### config.mk
export PLATFORM = sky130hd
export DESIGN_NAME = fifo_insert_sorter
export DESIGN_NICKNAME = d
export VERILOG_FILES = /design/src/rtl/fsort_pkg.sv /design/src/rtl/fsort_ctrl.sv /design/src/rtl/fsort_cell.sv /design/src/rtl/fifo_insert_sorter.sv
export SDC_FILE = /design/constraint.sdc
export NUM_CORES = 1
export LEC_CHECK = 0
export BUFFER_PORTS_ARGS = -buffer_cell sky130_fd_sc_hd__buf_2
export CAP_MARGIN = 20
export CORE_MARGIN = 3
export CORE_UTILIZATION = 56
export CTS_BUF_LIST = sky130_fd_sc_hd__clkbuf_16
export DETAILED_ROUTE_END_ITERATION = 8
export PLACE_DENSITY = 0.79
export SLEW_MARGIN = 25
export SYNTH_ARGS = -nofsm -noshare
export SYNTH_HDL_FRONTEND = slang
export SYNTH_HIERARCHICAL = 1
export SYNTH_SLANG_ARGS = --single-unit
### constraint.sdc
create_clock -name clk -period 13.95 [get_ports clk]
set_input_delay 2.79 -clock clk [delete_from_list [all_inputs] [get_ports clk]]
set_output_delay 2.79 -clock clk [all_outputs]
set_load 0.03 [all_outputs]
### src/rtl/fsort_pkg.sv
package fsort_pkg;

    // Per-cell next-state choice
    typedef enum logic [1:0] {
        OP_HOLD    = 2'd0,
        OP_FROM_LO = 2'd1,
        OP_FROM_HI = 2'd2,
        OP_LOAD    = 2'd3
    } cell_op_e;

    // Window occupancy controller
    typedef enum logic [1:0] {
        ST_EMPTY = 2'd0,
        ST_FILL  = 2'd1,
        ST_FULL  = 2'd2
    } fill_state_e;

endpackage

### src/rtl/fsort_ctrl.sv
module fsort_ctrl
    import fsort_pkg::*;
#(
    parameter int N = 8
) (
    input  logic clk,
    input  logic rst_n,
    input  logic in_valid,
    output logic evict_en
);

    localparam int CW = $clog2(N + 1);
    localparam logic [CW-1:0] LAST_FILL = CW'(N - 1);

    fill_state_e state_q, state_d;
    logic [CW-1:0] cnt_q, cnt_d;

    // State register
    always_ff @(posedge clk or negedge rst_n) begin
        if (!rst_n) begin
            state_q <= ST_EMPTY;
            cnt_q   <= '0;
        end else begin
            state_q <= state_d;
            cnt_q   <= cnt_d;
        end
    end

    // Transitions
    always_comb begin
        state_d = state_q;
        cnt_d   = cnt_q;
        unique case (state_q)
            ST_EMPTY: begin
                if (in_valid) begin
                    state_d = ST_FILL;
                    cnt_d   = CW'(1);
                end
            end
            ST_FILL: begin
                if (in_valid) begin
                    cnt_d = cnt_q + CW'(1);
                    if (cnt_q == LAST_FILL) begin
                        state_d = ST_FULL;
                    end
                end
            end
            ST_FULL: begin
                state_d = ST_FULL;
            end
            default: begin
                state_d = ST_EMPTY;
                cnt_d   = '0;
            end
        endcase
    end

    // Outputs
    always_comb begin
        unique case (state_q)
            ST_FULL:  evict_en = 1'b1;
            default:  evict_en = 1'b0;
        endcase
    end

endmodule

### src/rtl/fsort_cell.sv
module fsort_cell
    import fsort_pkg::*;
#(
    parameter int W  = 8,
    parameter int AW = 3,
    parameter logic [AW-1:0] AGE_MAX = '1
) (
    input  logic          clk,
    input  logic          rst_n,
    input  logic          upd,
    input  logic [W-1:0]  din,
    input  logic          evict_en,
    input  logic          ebelow_in,
    output logic          ebelow_out,
    input  logic          gt_lo,
    input  logic          gt_hi,
    output logic          gt_out,
    input  logic [W-1:0]  lo_val,
    input  logic [AW-1:0] lo_age,
    input  logic          lo_vld,
    input  logic [W-1:0]  hi_val,
    input  logic [AW-1:0] hi_age,
    input  logic          hi_vld,
    output logic [W-1:0]  val,
    output logic [AW-1:0] age,
    output logic          vld
);

    logic [W-1:0]  val_q;
    logic [AW-1:0] age_q;
    logic          vld_q;
    logic          gt, ev, down_side;
    logic          f_lo, f_hi, f_ld;
    cell_op_e      op;

    // Empty slot acts as +infinity; equal stored values stay below the new one
    assign gt         = !vld_q || (val_q > din);
    assign ev         = evict_en && vld_q && (age_q == AGE_MAX);
    assign ebelow_out = ebelow_in | ev;
    assign gt_out     = gt;

    // Cells at or above the vacated slot close the gap downward
    assign down_side = ebelow_in || (ev && !gt);

    // Four parallel control terms
    assign f_hi = down_side && !gt_hi;
    assign f_ld = (down_side && gt_hi && !gt) || (!down_side && gt && !gt_lo);
    assign f_lo = !down_side && gt && gt_lo;

    always_comb begin
        if (f_ld)      op = OP_LOAD;
        else if (f_hi) op = OP_FROM_HI;
        else if (f_lo) op = OP_FROM_LO;
        else           op = OP_HOLD;
    end

    always_ff @(posedge clk or negedge rst_n) begin
        if (!rst_n) begin
            val_q <= '0;
            age_q <= '0;
            vld_q <= 1'b0;
        end else if (upd) begin
            unique case (op)
                OP_LOAD: begin
                    val_q <= din;
                    age_q <= '0;
                    vld_q <= 1'b1;
                end
                OP_FROM_HI: begin
                    val_q <= hi_val;
                    age_q <= hi_age + AW'(1);
                    vld_q <= hi_vld;
                end
                OP_FROM_LO: begin
                    val_q <= lo_val;
                    age_q <= lo_age + AW'(1);
                    vld_q <= lo_vld;
                end
                OP_HOLD: begin
                    age_q <= age_q + AW'(1);
                end
                default: begin
                    vld_q <= vld_q;
                end
            endcase
        end
    end

    assign val = val_q;
    assign age = age_q;
    assign vld = vld_q;

endmodule

### src/rtl/fifo_insert_sorter.sv
module fifo_insert_sorter
    import fsort_pkg::*;
#(
    parameter int N = 8,
    parameter int W = 8
) (
    input  logic           clk,
    input  logic           rst_n,
    input  logic           in_valid,
    input  logic [W-1:0]   in_data,
    output logic [N*W-1:0] slot_data,
    output logic [N-1:0]   slot_valid
);

    localparam int AW = (N > 1) ? $clog2(N) : 1;
    localparam logic [AW-1:0] AGE_MAX = AW'(N - 1);

    logic          evict_en;
    // Padded neighbour arrays: index k+1 is cell k
    logic [W-1:0]  val_x [N+2];
    logic [AW-1:0] age_x [N+2];
    logic          vld_x [N+2];
    logic          gt_x  [N+2];
    logic          ebl   [N+1];

    assign val_x[0]   = '0;
    assign age_x[0]   = '0;
    assign vld_x[0]   = 1'b0;
    assign gt_x[0]    = 1'b0;
    assign val_x[N+1] = '0;
    assign age_x[N+1] = '0;
    assign vld_x[N+1] = 1'b0;
    assign gt_x[N+1]  = 1'b1;
    assign ebl[0]     = 1'b0;

    fsort_ctrl #(.N(N)) u_ctrl (
        .clk      (clk),
        .rst_n    (rst_n),
        .in_valid (in_valid),
        .evict_en (evict_en)
    );

    for (genvar k = 0; k < N; k++) begin : g_cell
        fsort_cell #(.W(W), .AW(AW), .AGE_MAX(AGE_MAX)) u_cell (
            .clk        (clk),
            .rst_n      (rst_n),
            .upd        (in_valid),
            .din        (in_data),
            .evict_en   (evict_en),
            .ebelow_in  (ebl[k]),
            .ebelow_out (ebl[k+1]),
            .gt_lo      (gt_x[k]),
            .gt_hi      (gt_x[k+2]),
            .gt_out     (gt_x[k+1]),
            .lo_val     (val_x[k]),
            .lo_age     (age_x[k]),
            .lo_vld     (vld_x[k]),
            .hi_val     (val_x[k+2]),
            .hi_age     (age_x[k+2]),
            .hi_vld     (vld_x[k+2]),
            .val        (val_x[k+1]),
            .age        (age_x[k+1]),
            .vld        (vld_x[k+1])
        );
        assign slot_data[k*W +: W] = val_x[k+1];
        assign slot_valid[k]       = vld_x[k+1];
    end

    logic unused_ok;
    assign unused_ok = ebl[N];

endmodule

==> metrics.txt <==
# DRC=0; worst slew pin tran=0.731 ns; Ys Warns=6; Via density=5.98; setup TNS=0 ns; Root Buffer=clkbuf_16; Mapped Area=0.00903 mm^2; PnR Total Power=2.58 mW; power per cell area=262 mW/mm^2; Slew HR=51.3%; number of setup violations in the final report=0; Yosys top cell area share=28.3%; DRT antenna net count=0; GRT Overall Usage=26.6%; die footprint=0.0177 mm^2; CP arrival=6.20 ns; Die Ht=133 um; maxcap violations=0; dpl hpwl=17.4 mm; share of cells above drive strength 1=15.6%; final wirelength=23.5 mm; FMAX=167 MHz; CTS tree=yes; RSZ-0062 raised after global routing=no; Required @ worst endpoint=14.17 ns; Fillers=1,343; post-CTS setup buffers=0; initial antenna violation count=0; clk_lat worst skew=0.37 ns; dpl cells=1,358; post-synth cell types=44; status=complete, no violations; GRT overflow=0; sequential-to-total area share from yosys stat=28.3%; H-tree Lvls=3; Die Wd=133 um; Area growth, synth to finish=9.23%; DRT Pass-1 Iters=7; Buffers on Ports=82; Core Area=0.0155 mm^2; leading area contributor after synthesis=dfrtp_1; detailed-route via count=8,211; fin nets=1,278; Final Hold Fails=0; P_leak=4.94 nW; drt wl/cell=17.1 um; Yosys reg bits=102; Setup CP Type=input pin to register; Iter 0 DRT Violations=709; Top FF cell, synth=dfrtp_1; Syn Inst Count=1,089; Initial Util=58.3%; post-CTS resize count=0; Placer Congestion=0.864; number of synthesized flops with an enable pin=0; Startpoint Class=input pin; Non-Filler Instances=1,373; Max VDD drop=145 uV; Worst Hold Launch=u_ctrl/cnt_q[1]; Design Area, Final=0.00987 mm^2; Post-synth top cells=inv_1 (132), ha_1 (109), dfrtp_1 (102); number of global-route vias before repair=7,661; Inserted Clock Buffers=9; Setup Skew=0.00798 ns; synthesized area per cell=8.29 um^2; crit path max fanout=16; fin crit share=42.9%; I/O pin total=83; synth top area cells=dfrtp_1 (28%), ha_1 (15%), a22oi_1 (6.0%); Final Util=63.7%; setup ws final=7.96 ns; Rows=45; Slew Limit Fails=0; worst setup path start=in_data[1]; clk slew on worst S/H paths=0.07 ns; Min-Delay Path Class=register to register; clock tree sinks=102; Final min period=5.99 ns; ys async rst share=100%; Hold Slack=0.549 ns; first-pass GRT wire length=39.2 mm; worst slack, placed=7.66 ns; placed inst area=0.00957 mm^2; most frequent cell after synthesis=inv_1; Worst setup EP type=register; Max clock buf depth=2; Post-CTS Hold Fix Bufs=0; ANT cells=0; RR Startpoint=u_ctrl/state_q[0]; largest net degree at the start of global routing=78
==> power breakdown <==
group	total (mW)	switching, mW	leakage (nW)	internal [mW]
registers	0.628	0.206	1.30	0.421
clock network	0.266	0.126	0.140	0.140
logic	1.69	1.06	3.50	0.628
==> path summary, 6_finish.rpt <==
path,to,cells after the start,slack [ns]
min in group asynchronous,g_cell[1].u_cell/vld,1,2.33
max in group asynchronous,g_cell[4].u_cell/val[4],2,10.59
setup reg to reg,g_cell[7].u_cell/age[2],20,8.86
hold reg to reg,u_ctrl/cnt_q[1],1,0.55
hold / removal,u_ctrl/cnt_q[1],1,0.55
setup / recovery,g_cell[4].u_cell/age[2],18,7.96
==> sequential cells by signal (all words and copies together), names as in the netlist <==
register	flops
g_cell.u_cell/age	24
g_cell.u_cell/val	64
g_cell.u_cell/vld	8
u_ctrl/cnt_q	4
u_ctrl/state_q	2
==> cell usage in the layout (no fill, tap or decap), drive strengths merged, types with 18 or more instances in the layout <==
| cell type | instances |
|---|---|
| dfrtp | 102 |
| nand2 | 89 |
| conb | 32 |
| inv | 134 |
| nor2b | 18 |
| nand4 | 24 |
| buf | 84 |
| ha | 109 |
| a22o | 18 |
| a22oi | 72 |
| nor2 | 98 |
| a21oi | 100 |
| o21ai | 100 |
==> final cells by class <==
cell class              instances  area (um^2)  area share [%]
clock buffers                   9          225            2.28
clock inverters                 6         70.1           0.710
inverters                     132          495            5.02
multi-input cells             829         5830            59.1
flip-flops and latches        102         2550            25.9
well taps                     211          264            2.68
repair buffers                 84          432            4.38
==> logic make-up after synthesis <==
| family | after synthesis | share of synthesized area [%] |
|---|---|---|
| DFF | 102 | 28.3 |
| and+or+nand+nor | 274 | 15.2 |
| buffers and inverters | 188 | 8.48 |
| AOI/OAI and AO/OA | 395 | 30.3 |
| muxes | 19 | 2.58 |
| other | 2 | 0.0831 |
| adders and majority gates | 109 | 15.1 |
==> per-layer routing <==
layer | wire (um) | vias to the layer above | GRT usage [%]
met2 | 10500 | 264 | 40.7
met1 | 11200 | 3917 | 38.8
met5 | 0 | - | 0
met3 | 1400 | 36 | 4.33
li1 | - | 3994 | -
met4 | 403 | 0 | 7.97
==> worst max-delay path, stage by stage <==
cell and delay (ns):
buf_2 0.30, inv_1 0.09, ha_1 0.31, nor2b_1 0.14
o211a_1 0.22, o21a_1 0.21, nor2_2 0.17, inv_1 0.13
mux2i_1 0.16, o21ai_1 0.12, and2_4 0.21, ha_1 0.36
a22o_1 0.27, mux2_4 0.27, ha_1 0.18, inv_1 0.07
a2111o_1 0.10, o221ai_1 0.11
Note: power is estimated with default switching activity, not from simulation.
